`config.mk`:
```
export PLATFORM = sky130hd
export DESIGN_NAME = err_code_aggregator
export DESIGN_NICKNAME = d
export VERILOG_FILES = /design/src/rtl/err_agg_pkg.sv /design/src/rtl/fifo_fault_classifier.sv /design/src/rtl/err_inject_decoder.sv /design/src/rtl/sticky_err_reg.sv /design/src/rtl/fatal_out_stage.sv /design/src/rtl/err_code_aggregator.sv
export SDC_FILE = /design/constraint.sdc
export NUM_CORES = 1
export LEC_CHECK = 0
export CAP_MARGIN = 20
export CORE_ASPECT_RATIO = 1.5
export CORE_UTILIZATION = 36
export CTS_CLUSTER_SIZE = 24
export DETAILED_ROUTE_END_ITERATION = 8
export PLACE_DENSITY = 0.82
export SLEW_MARGIN = 20
export SYNTH_ARGS = -nofsm -noshare
export SYNTH_HDL_FRONTEND = slang
export SYNTH_SLANG_ARGS = --single-unit
```
`constraint.sdc`:
```
create_clock -name clk_i -period 2.15 [get_ports clk_i]
set_input_delay 0.43 -clock clk_i [delete_from_list [all_inputs] [get_ports clk_i]]
set_output_delay 0.43 -clock clk_i [all_outputs]
set_load 0.01 [all_outputs]
```
`src/rtl/err_agg_pkg.sv`:
```
package err_agg_pkg;

  localparam int unsigned ERR_W    = 32;
  localparam int unsigned SEL_W    = 5;

  // Fixed positions decoded by the register readback
  localparam int unsigned POS_ACK_SM  = 20;
  localparam int unsigned POS_MAIN_SM = 21;
  localparam int unsigned POS_CNTR    = 22;
  localparam int unsigned POS_T_WR    = 28;
  localparam int unsigned POS_T_RD    = 29;
  localparam int unsigned POS_T_ST    = 30;

  typedef struct packed {
    logic both_flags;
    logic rd_empty;
    logic wr_full;
  } fault_kind_t;

  function automatic logic [ERR_W-1:0] impl_mask(input int unsigned n_fifo);
    logic [ERR_W-1:0] m;
    m = '0;
    for (int i = 0; i < int'(n_fifo); i++) m[i] = 1'b1;
    m[POS_ACK_SM]  = 1'b1;
    m[POS_MAIN_SM] = 1'b1;
    m[POS_CNTR]    = 1'b1;
    m[POS_T_WR]    = 1'b1;
    m[POS_T_RD]    = 1'b1;
    m[POS_T_ST]    = 1'b1;
    return m;
  endfunction

endpackage

```
`src/rtl/fifo_fault_classifier.sv`:
```
module fifo_fault_classifier
  import err_agg_pkg::*;
#(
  parameter int unsigned NUM_FIFOS = 3
) (
  input  logic [NUM_FIFOS-1:0] full_i,
  input  logic [NUM_FIFOS-1:0] empty_i,
  input  logic [NUM_FIFOS-1:0] rd_i,
  input  logic [NUM_FIFOS-1:0] wr_i,
  output logic [NUM_FIFOS-1:0] src_o,
  output fault_kind_t          kind_o
);

  fault_kind_t per_fifo [NUM_FIFOS];

  for (genvar g = 0; g < NUM_FIFOS; g++) begin : g_fifo
    always_comb begin
      per_fifo[g].wr_full    = wr_i[g] & full_i[g];
      per_fifo[g].rd_empty   = rd_i[g] & empty_i[g];
      per_fifo[g].both_flags = full_i[g] & empty_i[g];
    end
    assign src_o[g] = |per_fifo[g];
  end

  always_comb begin
    kind_o = '0;
    for (int i = 0; i < int'(NUM_FIFOS); i++) begin
      kind_o = kind_o | per_fifo[i];
    end
  end

endmodule

```
`src/rtl/err_inject_decoder.sv`:
```
module err_inject_decoder #(
  parameter int unsigned      ERR_W = 32,
  parameter int unsigned      SEL_W = 5,
  parameter logic [ERR_W-1:0] MASK  = '1
) (
  input  logic             we_i,
  input  logic [SEL_W-1:0] sel_i,
  output logic [ERR_W-1:0] pulse_o
);

  logic [ERR_W-1:0] onehot;

  for (genvar b = 0; b < ERR_W; b++) begin : g_dec
    assign onehot[b] = we_i && (int'(sel_i) == b);
  end

  assign pulse_o = onehot & MASK;

endmodule

```
`src/rtl/sticky_err_reg.sv`:
```
module sticky_err_reg #(
  parameter int unsigned      ERR_W = 32,
  parameter logic [ERR_W-1:0] MASK  = '1
) (
  input  logic             clk_i,
  input  logic             rst_i,
  input  logic [ERR_W-1:0] set_i,
  output logic [ERR_W-1:0] q_o
);

  for (genvar b = 0; b < ERR_W; b++) begin : g_bit
    if (MASK[b]) begin : g_impl
      logic q;
      always_ff @(posedge clk_i) begin
        if (rst_i)         q <= 1'b0;
        else if (set_i[b]) q <= 1'b1;
      end
      assign q_o[b] = q;
    end else begin : g_rsvd
      assign q_o[b] = 1'b0;
    end
  end

endmodule

```
`src/rtl/fatal_out_stage.sv`:
```
module fatal_out_stage #(
  parameter int unsigned ERR_W = 32
) (
  input  logic             clk_i,
  input  logic             rst_i,
  input  logic [ERR_W-1:0] held_i,
  input  logic [ERR_W-1:0] new_i,
  output logic             alert_o,
  output logic             irq_o
);

  logic any_next;
  assign any_next = |(held_i | new_i);

  always_ff @(posedge clk_i) begin
    if (rst_i) begin
      alert_o <= 1'b0;
      irq_o   <= 1'b0;
    end else begin
      alert_o <= any_next;
      irq_o   <= any_next;
    end
  end

endmodule

```
`src/rtl/err_code_aggregator.sv`:
```
module err_code_aggregator
  import err_agg_pkg::*;
#(
  parameter int unsigned NUM_FIFOS = 3
) (
  input  logic                 clk_i,
  input  logic                 rst_i,
  input  logic [NUM_FIFOS-1:0] fifo_full_i,
  input  logic [NUM_FIFOS-1:0] fifo_empty_i,
  input  logic [NUM_FIFOS-1:0] fifo_rd_i,
  input  logic [NUM_FIFOS-1:0] fifo_wr_i,
  input  logic                 ack_sm_err_i,
  input  logic                 main_sm_err_i,
  input  logic                 cntr_err_i,
  input  logic                 inj_we_i,
  input  logic [SEL_W-1:0]     inj_sel_i,
  output logic [ERR_W-1:0]     err_code_o,
  output logic                 alert_fatal_o,
  output logic                 irq_fatal_o
);

  localparam logic [ERR_W-1:0] MASK = impl_mask(NUM_FIFOS);

  logic [NUM_FIFOS-1:0] src;
  fault_kind_t          kind;
  logic [ERR_W-1:0]     inj_pulse;
  logic [ERR_W-1:0]     hw_set;
  logic [ERR_W-1:0]     set_vec;

  fifo_fault_classifier #(.NUM_FIFOS(NUM_FIFOS)) u_cls (
    .full_i (fifo_full_i),
    .empty_i(fifo_empty_i),
    .rd_i   (fifo_rd_i),
    .wr_i   (fifo_wr_i),
    .src_o  (src),
    .kind_o (kind)
  );

  err_inject_decoder #(.ERR_W(ERR_W), .SEL_W(SEL_W), .MASK(MASK)) u_inj (
    .we_i   (inj_we_i),
    .sel_i  (inj_sel_i),
    .pulse_o(inj_pulse)
  );

  always_comb begin
    hw_set                = '0;
    hw_set[NUM_FIFOS-1:0] = src;
    hw_set[POS_ACK_SM]    = ack_sm_err_i;
    hw_set[POS_MAIN_SM]   = main_sm_err_i;
    hw_set[POS_CNTR]      = cntr_err_i;
    hw_set[POS_T_WR]      = kind.wr_full;
    hw_set[POS_T_RD]      = kind.rd_empty;
    hw_set[POS_T_ST]      = kind.both_flags;
  end

  assign set_vec = hw_set | inj_pulse;

  sticky_err_reg #(.ERR_W(ERR_W), .MASK(MASK)) u_reg (
    .clk_i(clk_i),
    .rst_i(rst_i),
    .set_i(set_vec),
    .q_o  (err_code_o)
  );

  fatal_out_stage #(.ERR_W(ERR_W)) u_out (
    .clk_i  (clk_i),
    .rst_i  (rst_i),
    .held_i (err_code_o),
    .new_i  (set_vec),
    .alert_o(alert_fatal_o),
    .irq_o  (irq_fatal_o)
  );

endmodule

```
Word level (Yosys, flattened, before mapping)

Index checks and enable logic that the tools add are counted.

Flip-flop bits (word level): 10
Latch bits: 0
RAM bits: 0
Bits in read-only memories: 0
Input bits: 23
Output and inout bits: 34
Word-level logic and storage cells: 45
Memories kept: 0

Add/sub/neg operators: 0
$mul: 0
Divide/modulo/power cells: 0
Magnitude comparators: 0
Equality and inequality tests: 8
Shifts and indexed selects: 0
Muxes and demuxes: 0
Bitwise gates (word level): 13
Reduce and logical (&&, ||, !) cells: 14

Operators by type and width:

| cell                                                            | count |
|---|---|
| 31-bit OR                                                       | 2 |
| 32-bit OR reduction                                             | 1 |
| 5-bit by 3-bit == test with 1-bit output, second input constant | 3 |
| 5-bit == test, second input constant                            | 3 |
| 5-bit by 2-bit == test with 1-bit output, second input constant | 2 |
| 1-bit bitwise AND                                               | 9 |
| 1-bit logical AND                                               | 9 |
| 3-bit OR reduction                                              | 3 |
| 3-bit OR                                                        | 2 |
| 5-bit logical NOT                                               | 1 |

Logic depth before layout (Yosys ltp)

Depth in word-level cells: 6
Mapped depth: 4
Depth with buffers taken out: 4

Modules after synthesis

A second synthesis with hierarchy kept.

Cells, all modules: 137
Area total of the unflattened synthesis: 1076.0 um^2

Modules (own cells, without submodules):

| module                | times used | cells an instance | area each (um^2) | sequential area each (um^2) |
|---|---|---|---|---|
| sticky_err_reg        | 1          | 51                | 514.2            | 180.2 |
| err_inject_decoder    | 1          | 38                | 260.2            | 0.0 |
| fatal_out_stage       | 1          | 24                | 173.9            | 20.0 |
| fifo_fault_classifier | 1          | 15                | 71.3             | 0.0 |
| err_code_aggregator   | 1          | 9                 | 56.3             | 0.0 |

Least setup slack after synthesis

Ideal clock, no wire load.

Path type: input port to flip-flop
Start: in inj_we_i
End: reg u_out.alert_o
Setup time: 137 ps
Arrival: 1038 ps
Data required time: 2013 ps
Path slack: 974 ps
Stages: 4
Buffers on the path: 0
Cells stage by stage: and3_1 and2b_4 a21oi_1 a41oi_2

Cells in the longest elaborated chain, start to end: 4
Elaborated cells between the ends (all ways): 12
Those cells by class: bitwise (2); reduce/logical (10)

RTL lines:

| item                  | line                      | source |
|---|---|---|
| from (decl)           | err_code_aggregator.sv:15 | `input logic inj_we_i,` |
| 1-bit logical AND     | err_inject_decoder.sv:14  | `assign onehot[b] = we_i && (int'(sel_i) == b);` |
| 31-bit OR *           | err_code_aggregator.sv:56 | `assign set_vec = hw_set \| inj_pulse;` |
| 31-bit OR *           | fatal_out_stage.sv:13     | `assign any_next = \|(held_i \| new_i);` |
| 32-bit OR reduction * | fatal_out_stage.sv:13     |  |
| to (signal assigned)  | fatal_out_stage.sv:20     | `alert_o <= any_next;` |
| to (decl)             | fatal_out_stage.sv:8      | `output logic alert_o,` |

Mark *: on every way between the ends. The rest lies on a longest branch, timed or not.
A chain may end at the register's enable or synchronous reset.

Worst setup path after layout

Start: reg u_reg.g_bit[22].g_impl.q
End: out err_code_o[22]

RTL lines:

| item                   | line                      | source |
|---|---|---|
| from (decl)            | sticky_err_reg.sv:13      | `logic q;` |
| from (signal assigned) | sticky_err_reg.sv:15      | `if (rst_i) q <= 1'b0;` |
| from (signal assigned) | sticky_err_reg.sv:16      | `else if (set_i[b]) q <= 1'b1;` |
| to (decl)              | err_code_aggregator.sv:17 | `output logic [ERR_W-1:0] err_code_o,` |

No word-level cell between the ends.

==> impl_summary.md <==
Status
The flow ran to the end, and the final reports show no timing, DRC or antenna violations.

Worst setup path
The critical path buffer and inverter count is 1. The endpoint type of the worst setup path is an output pin. The critical-path cell with the highest stage delay is clkdlybuf4s50_1. The kind of cell adding the most delay to the critical path is buffers and inverters.

Traced cell by cell, the critical path runs through clkdlybuf4s50_1. The startpoint type of the worst setup path is a register. The worst-path maximum fanout is 3. The largest single stage delay on the critical path is around 0.55 ns. The signal arrival time at the worst endpoint is 1.18 ns.

STA puts the critical path data required time at 1.72 ns. The slack of the worst reg-to-reg path is just under 1 ns. The critical setup path kind is reg -> out.

Clocking
Counting the buffers created by CTS gives 3. The clock transition time at the flip-flop clock pins of the worst setup and hold paths is 0.06 ns. The source-to-sink clock delay at the later pin of the worst-skew pair is 0.26 ns. The tree is rooted in a clkbuf_4. CTS built an H-tree with a depth of 1.

Clock tree synthesis found a total of 10 sinks. After clock tree synthesis, the repair step resized 0 gates. The worst-case clock buffer depth is 2. TritonCTS built the clock tree.

Hold repair after CTS inserted 0 buffers. The buffers inserted during post-CTS setup optimization is 0.

Global route
The overflow left after global routing is 0. The first global-routing pass estimated roughly 2.4 mm of wire. The via count of the first global-routing pass is 624. The pin count of the biggest net entering global routing is 11. The initial antenna violation count came to 0. The total routing resource utilization after global routing is 0.145.

Routing
Using the TritonRoute via totals, the vias-per-cell ratio works out to between 4 and 5. The total length of routed wires is 1.64 mm. The total via count in the routed design is 697. The residual DRC count is 0. The total iterations of the first detailed-routing run is 4.

In the final routed layout, each cell accounts on average for 11.4 um. The starting DRC count in detailed routing is 20. In this run the remaining antenna-violating nets after routing total 0.

Yosys
Counting instances in the post-synthesis netlist gives the leading cell types as 33 x buf_4, 14 x nor2_1, 10 x dfxtp_1, 8 x a21oi_1, 5 x a211oi_1. During synthesis, Yosys emitted a total of 0 warnings. The proportion of synthesized chip area in sequential cells is 0.256. The number of flops mapped to enable cells by yosys is 0.

Each instance of the synthesized netlist takes up on average 7.97 um2. In this run the cell area of the synthesized design comes to 781 um2. Counting flops and latches in the post-synthesis netlist gives 10. Ranked by total cell area, the synthesized netlist is headed by buf_4 32%, dfxtp_1 26%, nor2_1 6.7%, a21oi_1 5.1%, a211oi_1 4.8%.

The synthesized netlist contains 23 unique library cells. The prevailing post-synth register cell is dfxtp_1. The post-synthesis async set-or-reset flop share is 0. The cell type contributing the most total cell area after synthesis is buf_4. The count of mapped cells out of synthesis is 98. The most repeated cell in the gate-level netlist after synthesis is buf_4. The area share of the largest cell type after synthesis is 0.317.

STA
Setup violations remaining at the end of the flow were counted as 0. Setup repair after global routing left no endpoint under its margin. In the final timing run, aggregate negative setup slack is 0 ns. The number of max-slew violations in the final report was 0. Of the available clock period, the critical path in the final layout requires 0.749.

The maximum clock skew at final layout is 0.00326 ns. The achievable clock frequency is 621 MHz. The final-report hold violation count came to 0. The worst path in the final design needs a cycle of 1.61 ns, including I/O delays and setup.

Power and ir drop
The part of the power in registers is 0.424. The combinational share of power is 0.323. The peak supply drop is 0.334 mV. The internal power of the cells totals 0.000349 W. Of the total power, the share spent switching nets is 0.294. The part of the power in the clock network is 0.253. Summed over all cells, the static leakage comes to just under 0.4 nW. The power density over cell area is between 400 and 500 mW/mm2. The power spent charging and discharging nets is about 0.00015 W.

Floorplanning
The die covers 0.00236 mm2. The row count is 20. For this configuration, the core starts out at a cell density of 0.385. The core area is 0.00203 mm2. The die width is 40.0 um.

The total I/O pin count is 57. The vertical extent of the die is approximately 59 um.

Placed design
The post-DP HPWL is 1.40 mm. Buffers placed on the I/O ports in this run total 33. The final weighted congestion in routability-driven placement is 0.791.

The placed instances occupy a cell area of 970 um2.

Final layout
The sequential cell area in the final layout is 200 um2. The finished cells cover 992 um2. The fraction of layout instances using a drive strength above 1 is 0.0656. The total of fill cells in the finished design is 200. From synthesis to final layout, the design area changed by 27.1%. The utilization of the core after routing is 0.490. The area taken by multi-input logic gates is a little over 400 um2. The final layout contains 147 nets. The antenna diode instance count is 0.

Min path
In this run the worst hold path is classified as reg -> reg.

Job
The number of max-capacitance violations reported is 0.
## routing by layer
layer	vias up	wire length, um	global-route usage
met2	39	879	0.253
met1	321	602	0.158
met4	0	13	0.0739
met5	-	0	0
li1	335	-	-
met3	2	140	0.0188
## state kept, by name (all words and copies together) (netlist names)
name,flops
u_out.alert_o,1
u_reg.g_bit.g_impl.q,9
## tightest hold or removal path, cell delays in order, from the launching register on
cell	delay, ns
dfxtp_1	0.34
a211oi_1	0.05
nor2_1	0.07
## logic make-up after synthesis
logic type | synth area share
other | 0.00480
flip-flops | 0.256
buffers and inverters | 0.322
AO/OA/AOI/OAI | 0.192
AND/OR/NAND/NOR | 0.224
## path summary, 6_finish.rpt
check	startpoint	to	depth (start not counted)
setup / recovery	u_reg.g_bit[22].g_impl.q	err_code_o[22]	1
hold / removal	u_reg.g_bit[2].g_impl.q	u_reg.g_bit[2].g_impl.q	2
setup reg to reg	u_reg.g_bit[22].g_impl.q	u_out.alert_o	4
hold reg to reg	u_reg.g_bit[2].g_impl.q	u_reg.g_bit[2].g_impl.q	2
## layout by cell type, fill, tap and decap left out, types with 3 or more instances in the layout
master and n:
nor2_1 14, clkdlybuf4s50_1 33, a211oi_1 5, dfxtp_1 10, a22oi_1 3, clkbuf_4 3, a21oi_1 8, nand2_1 3
nor2b_1 4, conb_1 23
## layout make-up
class / instances / share of cell area
clock buffers: 3 / 0.0227
well taps: 22 / 0.0277
flip-flops and latches: 10 / 0.202
repair buffers: 33 / 0.333
multi-input cells: 76 / 0.415
## per-stage QoR
stage                     hold WS [ns]  total power, W  setup slack [ns]  std cells
final                            0.504        0.000494             0.540        144
after global routing             0.541        0.000518             0.525        144
after CTS                        0.506        0.000495             0.552        144
after detailed placement         0.490        0.000374             0.409        141
after global placement           0.488        0.000370             0.457        141
after floorplan                  0.456        0.000333             0.974        120
## power by group through the flow
stage / combinational (W) / clock [W] / sequential [W]
6_report: 0.000160 / 0.000125 / 0.000210
5_1_grt: 0.000173 / 0.000132 / 0.000212
3_3_place_gp: 0.000157 / 0 / 0.000214
4_1_cts: 0.000160 / 0.000125 / 0.000210
2_1_floorplan: 0.000121 / 0 / 0.000212
3_5_place_dp: 0.000159 / 0 / 0.000214
No activity file was read; power rests on OpenSTA's default activity.
